**src/rtl/tsamp_pkg.sv**
```systemverilog
package tsamp_pkg;
  // strobes from control to datapath
  typedef struct packed {
    logic push;
    logic pop;
    logic clear;
  } fifoCmd_t;

  localparam logic [2:0] ADDR_HIGH_X = 3'd0;
  localparam logic [2:0] ADDR_HIGH_Y = 3'd1;
  localparam logic [2:0] ADDR_LOW_X  = 3'd2;
  localparam logic [2:0] ADDR_LOW_Y  = 3'd3;
  localparam logic [2:0] ADDR_THRESH = 3'd4;
  localparam logic [2:0] ADDR_CLEAR  = 3'd5;
endpackage

```
**src/rtl/tsamp_dpath.sv**
```systemverilog
module tsamp_dpath
  import tsamp_pkg::*;
#(
  parameter int COORD_W = 12,
  parameter int DEPTH   = 128,
  localparam int PTR_W  = $clog2(DEPTH),
  localparam int CNT_W  = $clog2(DEPTH + 1),
  localparam int ENT_W  = 2 * COORD_W
) (
  input  logic               clk,
  input  logic               rstN,
  input  fifoCmd_t           cmd,
  input  logic [COORD_W-1:0] inX,
  input  logic [COORD_W-1:0] inY,
  output logic [COORD_W-1:0] headX,
  output logic [COORD_W-1:0] headY,
  output logic [CNT_W-1:0]   count
);
  // DEPTH must be a power of two: pointers wrap by overflow
  logic [ENT_W-1:0] memArr [DEPTH];
  logic [PTR_W-1:0] wrPtr, rdPtr;

  always_ff @(posedge clk) begin
    if (cmd.push) memArr[wrPtr] <= {inX, inY};
  end

  always_ff @(posedge clk or negedge rstN) begin
    if (!rstN) begin
      wrPtr <= '0;
      rdPtr <= '0;
      count <= '0;
    end else if (cmd.clear) begin
      wrPtr <= '0;
      rdPtr <= '0;
      count <= '0;
    end else begin
      if (cmd.push) wrPtr <= wrPtr + 1'b1;
      if (cmd.pop)  rdPtr <= rdPtr + 1'b1;
      case ({cmd.push, cmd.pop})
        2'b10:   count <= count + 1'b1;
        2'b01:   count <= count - 1'b1;
        default: count <= count;
      endcase
    end
  end

  assign {headX, headY} = memArr[rdPtr];
endmodule

```
**src/rtl/tsamp_ctrl.sv**
```systemverilog
module tsamp_ctrl
  import tsamp_pkg::*;
#(
  parameter int COORD_W = 12,
  parameter int DEPTH   = 128,
  parameter int THR_W   = 8,
  localparam int CNT_W  = $clog2(DEPTH + 1)
) (
  input  logic               clk,
  input  logic               rstN,
  input  logic               sampleValid,
  input  logic [COORD_W-1:0] sampleX,
  input  logic [COORD_W-1:0] sampleY,
  input  logic               popReq,
  input  logic               wrEn,
  input  logic [2:0]         wrAddr,
  input  logic [COORD_W-1:0] wrData,
  input  logic [CNT_W-1:0]   count,
  output fifoCmd_t           cmd,
  output logic [7:0]         statusByte,
  output logic               thEvent,
  output logic               oflowEvent
);
  localparam logic [CNT_W-1:0] FULL_CNT = CNT_W'(DEPTH);

  logic [COORD_W-1:0] highX, highY, lowX, lowY;
  logic [THR_W-1:0]   thresh;
  logic               clearBit, oflowFlag, thPrev;
  logic               inWin, isFull, isEmpty, sampleHit, canPop, lostSample, thTrig;

  assign inWin     = (sampleX >= lowX) && (sampleX <= highX) &&
                     (sampleY >= lowY) && (sampleY <= highY);
  assign isFull    = (count == FULL_CNT);
  assign isEmpty   = (count == '0);
  assign sampleHit = sampleValid && inWin && !clearBit;
  assign canPop    = popReq && !isEmpty && !clearBit;
  assign lostSample = sampleHit && isFull && !canPop;
  assign thTrig    = (thresh != '0) && (count >= CNT_W'(thresh));

  assign cmd.push  = sampleHit && (!isFull || canPop);
  assign cmd.pop   = canPop;
  assign cmd.clear = clearBit;

  always_ff @(posedge clk or negedge rstN) begin
    if (!rstN) begin
      highX     <= '1;
      highY     <= '1;
      lowX      <= '0;
      lowY      <= '0;
      thresh    <= '0;
      clearBit  <= 1'b0;
      oflowFlag <= 1'b0;
      thPrev    <= 1'b0;
      oflowEvent <= 1'b0;
    end else begin
      thPrev     <= thTrig;
      oflowEvent <= lostSample;
      if (clearBit)        oflowFlag <= 1'b0;
      else if (lostSample) oflowFlag <= 1'b1;
      if (wrEn) begin
        case (wrAddr)
          ADDR_HIGH_X: highX    <= wrData;
          ADDR_HIGH_Y: highY    <= wrData;
          ADDR_LOW_X:  lowX     <= wrData;
          ADDR_LOW_Y:  lowY     <= wrData;
          ADDR_THRESH: thresh   <= wrData[THR_W-1:0];
          ADDR_CLEAR:  clearBit <= wrData[0];
          default: ;
        endcase
      end
    end
  end

  assign thEvent    = thTrig && !thPrev;
  assign statusByte = {oflowFlag, isFull, isEmpty, thTrig, 3'b000, clearBit};
endmodule

```
**src/rtl/tsamp_window_fifo.sv**
```systemverilog
module tsamp_window_fifo
  import tsamp_pkg::*;
#(
  parameter int COORD_W = 12,
  parameter int DEPTH   = 128,
  parameter int THR_W   = 8,
  localparam int CNT_W  = $clog2(DEPTH + 1)
) (
  input  logic               clk,
  input  logic               rstN,
  input  logic               sampleValid,
  input  logic [COORD_W-1:0] sampleX,
  input  logic [COORD_W-1:0] sampleY,
  input  logic               popReq,
  input  logic               wrEn,
  input  logic [2:0]         wrAddr,
  input  logic [COORD_W-1:0] wrData,
  output logic [COORD_W-1:0] popX,
  output logic [COORD_W-1:0] popY,
  output logic [CNT_W-1:0]   fillCount,
  output logic [7:0]         statusByte,
  output logic               thEvent,
  output logic               oflowEvent
);
  fifoCmd_t cmd;

  tsamp_ctrl #(.COORD_W(COORD_W), .DEPTH(DEPTH), .THR_W(THR_W)) uCtrl (
    .clk(clk), .rstN(rstN), .sampleValid(sampleValid), .sampleX(sampleX),
    .sampleY(sampleY), .popReq(popReq), .wrEn(wrEn), .wrAddr(wrAddr),
    .wrData(wrData), .count(fillCount), .cmd(cmd), .statusByte(statusByte),
    .thEvent(thEvent), .oflowEvent(oflowEvent)
  );

  tsamp_dpath #(.COORD_W(COORD_W), .DEPTH(DEPTH)) uDpath (
    .clk(clk), .rstN(rstN), .cmd(cmd), .inX(sampleX), .inY(sampleY),
    .headX(popX), .headY(popY), .count(fillCount)
  );
endmodule

```
**config.mk**
```make
export PLATFORM = sky130hd
export DESIGN_NAME = tsamp_window_fifo
export DESIGN_NICKNAME = d
export VERILOG_FILES = /design/src/rtl/tsamp_pkg.sv /design/src/rtl/tsamp_dpath.sv /design/src/rtl/tsamp_ctrl.sv /design/src/rtl/tsamp_window_fifo.sv
export SDC_FILE = /design/constraint.sdc
export NUM_CORES = 2
export LEC_CHECK = 0
export ABC_AREA = 1
export BUFFER_PORTS_ARGS = -buffer_cell sky130_fd_sc_hd__buf_2
export CAP_MARGIN = 40
export CORE_UTILIZATION = 49
export DETAILED_ROUTE_END_ITERATION = 8
export GPL_TIMING_DRIVEN = 0
export RECOVER_POWER = 50
export REMOVE_ABC_BUFFERS = 1
export SLEW_MARGIN = 20
export SYNTH_ARGS = -nofsm -noshare
export SYNTH_HDL_FRONTEND = slang
export SYNTH_HIERARCHICAL = 1
export SYNTH_SLANG_ARGS = --single-unit
```
**constraint.sdc**
```tcl
create_clock -name clk -period 4.95 [get_ports clk]
set_clock_uncertainty 0.05 [all_clocks]
set_input_delay 0.7425 -clock clk [delete_from_list [all_inputs] [get_ports clk]]
set_output_delay 0.7425 -clock clk [all_outputs]
set_load 0.03 [all_outputs]
```
==> impl_metrics.ini <==
[floorplanning]
row_count = 191
design.die.area_sq_mm = 0.276
die_x_microns = 526
die_y_microns = 526
initial_utilization_pct = 49.5
core-area_sq_mm = 0.272
ios = 86

[worst_setup_path]
end_kind = primary output
crit_fanout = 21
critical_path_required_ns = 4.16
crit_type = flip-flop to primary output
crit_slowest_cell = dfrtp_2
critPathTopFamily = buffers and inverters
path_buf_inv = 9
cp-start-kind = flip-flop
cp.arrival_ns = 4.18
worstPathCellList = bufinv_16, buf_16, nor2_4, buf_12, buf_12, buf_16, buf_16, buf_16, nand2_1, nand2_1, inv_1, nand2_1, nand2_1, nand3_4, nor2_4, nor2_2, buf_4
slowest_delay_ns = 0.45

[routing]
dr_total_vias = 93500
drt_pre_antenna_iters = 7
ant_nets = 1
wl_per_cell_microns = 24.4
drtIter0Drc = 10700
avgViaCountPerCell = 5.55
drc = 0
wl_mm = 411

[run_status]
status = finished with violations
violations = antenna violations, max-capacitance violations, max-slew violations, negative setup slack

[layout]
seqCellArea_sq_mm = 0.0943
fillers = 21500
layout_commonest_cell = nand2_1
fin_nets = 13100
area_delta_synth_final_pct = 18.3
finalNonFillerCells = 16800
multi_input_area_sq_mm = 0.0340
drive_above_1_share_pct = 10.2
final_cell_mix = 3899 x nand2_1, 3072 x edfxtp_1, 1367 x inv_1

[placed_design]
gp_congestion = 0.813
dp.cells = 16100
pre_cts_ws_ns = -1.84
portBuffers = 82
hpwl_mm = 224

[yosys]
ys_top_cells_by_area = edfxtp_1 69%, nand2_1 11%, nand3_1 4.5%
syn_avg_cell_area_sq_um = 10.5
yosysUniqueCellTypes = 40
synth-main-ff-cell = edfxtp_1
netlist_area_sq_mm = 0.134
synth_cells = 12800
synth-warning-count = 6
seq_area_frac_synth_pct = 70.2
synth_seq_cells = 3154
synth_edf_count = 3072
yosys.area.top_type_share_pct = 68.6
ys_async_sr_fraction_pct = 2.60
synth_top_area_cell = edfxtp_1

[clocking]
worstSkewPairLatency_ns = 0.88
cts_buffers = 336
cts.clk_slew.worst_paths_ns = 0.06
numClockSinks = 3154
cts_tree = yes
cts_root_buffer = clkbuf_16
clockBufferDepth = 4
htree_levels = 5

[flow_run]
cap_violations = 10

[timing]
hold_viol = 0
tightest_slew_ns = 4.83
fmax_ghz = 0.201
fin_crit_sh_pct = 100
report.final.slew_viol_count = 691
fin_ws_ns = -0.0202
finalWorstPathRequiredPeriod_ns = 4.97
finalSetupViolCount = 4
rsz0062_at_grt = true
relSlewSlack_pct = -222

[power]
p_leak_nw = 63.0
power_density_mw_per_mm2 = 435
peakVddDrop_mv = 0.391

[grt]
grt-ovfl-total = 0
grt_max_degree = 98
grt_pass1_wl_mm = 591
gr-usage-all-layers_pct = 29.2
grt_pass1_vias = 88800
grt_antenna_before_repair = 7

[min_path]
holdCritPathClass = primary input to flip-flop
## tightest hold or removal path, stage by stage
cell     delay [ns]
buf_2          0.10
inv_1          0.11
o21ai_1        0.09
## cell usage after synthesis, types with 2 or more instances
| library cell | count |
|---|---|
| nor2_1 | 1557 |
| a211oi_1 | 2 |
| buf_1 | 111 |
| clkinv_1 | 3 |
| a31oi_1 | 2 |
| ha_1 | 62 |
| clkbuf_1 | 264 |
| nand3_1 | 1215 |
| o211ai_1 | 21 |
| buf_2 | 250 |
| or2_2 | 12 |
| buf_6 | 10 |
| buf_4 | 43 |
| nor3_1 | 17 |
| o21ai_0 | 549 |
| nor2_2 | 5 |
| inv_2 | 8 |
| nand4_1 | 5 |
| and3_1 | 2 |
| o21ai_1 | 123 |
| dfrtp_1 | 58 |
| dfstp_2 | 24 |
| edfxtp_1 | 3072 |
| inv_1 | 1374 |
| a21oi_1 | 90 |
| nand2_1 | 3939 |
## registers in the layout, indices dropped and copies added (netlist names)
signal            cells
uDpath/count          8
uCtrl/highX          12
uDpath/wrPtr          7
uCtrl/clearBit        1
uDpath/rdPtr          7
uCtrl/oflowEvent      1
uDpath/memArr      3072
uCtrl/thPrev          1
uCtrl/lowY           12
uCtrl/thresh          8
uCtrl/lowX           12
uCtrl/highY          12
uCtrl/oflowFlag       1
## worst paths after layout
kind	depth (start not counted)	startpoint	slack (ns)	endpoint
worst min-delay path	3	wrData[9]	0.14	uCtrl/highX[9]
worst max register to register	18	uCtrl/highY[11]	0.75	uDpath/count[6]
min in group asynchronous	2	rstN	0.82	uDpath/count[7]
worst min register to register	2	uCtrl/highX[2]	0.42	uCtrl/highX[2]
max in group asynchronous	3	rstN	0.78	uCtrl/lowX[10]
worst max-delay path	17	uDpath/rdPtr[3]	-0.02	popX[0]
## through the flow
step           util [%]  power (mW)  cell area (sq um)  hold slack [ns]  TNS (ns)
2_1_floorplan         -        36.5             131000            0.397  -2706.88
3_3_place_gp       50.1        36.6             136000            0.411         -
3_5_place_dp       53.1        42.1             144000            0.415   -702.09
4_1_cts            58.4        69.0             159000           0.0997         0
5_1_grt            58.5        71.5             159000            0.128    -0.490
6_report           58.5        69.1             159000            0.144   -0.0401
## metal layers
metal	vias up	track usage [%]	share of wire, %
li1	42600	-	-
met1	45600	39.0	39
met2	4519	46.3	46
met3	855	4.46	8.7
met4	0	15.0	5.8
met5	-	0	0
## power by group
part	internal [mW]	switching, mW	total (mW)
clock	14.5	10.2	24.7
combinational	4.99	9.89	14.9
sequential	29.5	0.126	29.6
total	48.9	20.2	69.1
## final cells by class
type,instances,share of cell area (%)
repair buffers,492,6.43
clock inverters,171,1.04
multi-input cells,7617,21.4
inverters,1385,3.32
flip-flops and latches,3154,59.3
diodes,19,0.0299
clock buffers,429,5.66
repair inverters,5,0.0275
well taps,3570,2.81
## logic make-up (layout without fill, tap and decap cells)
logic type               Yosys count  count (layout)  share of synthesized area (%)
AND/OR/NAND/NOR                 6755            6755                           20.1
adder cells (fa/ha/maj)           62              62                          0.577
AO/OA/AOI/OAI                    795             795                           3.02
flip-flops                      3154            3154                           70.2
other                              1              22                        0.00279
XOR/XNOR                           2               2                         0.0130
buffers and inverters           2063            2482                           6.17
## timing repair
action | CTS | global route
pin swaps | 38 | 29
gates resized for setup | 337 | 54
buffers inserted | 50 | 16
gates cloned | 73 | 8
endpoints found under the hold margin | 25 | 0
endpoints found under the setup margin | 24 | 169
hold buffers | 1 | 0
(Power assumes the default switching activity.)
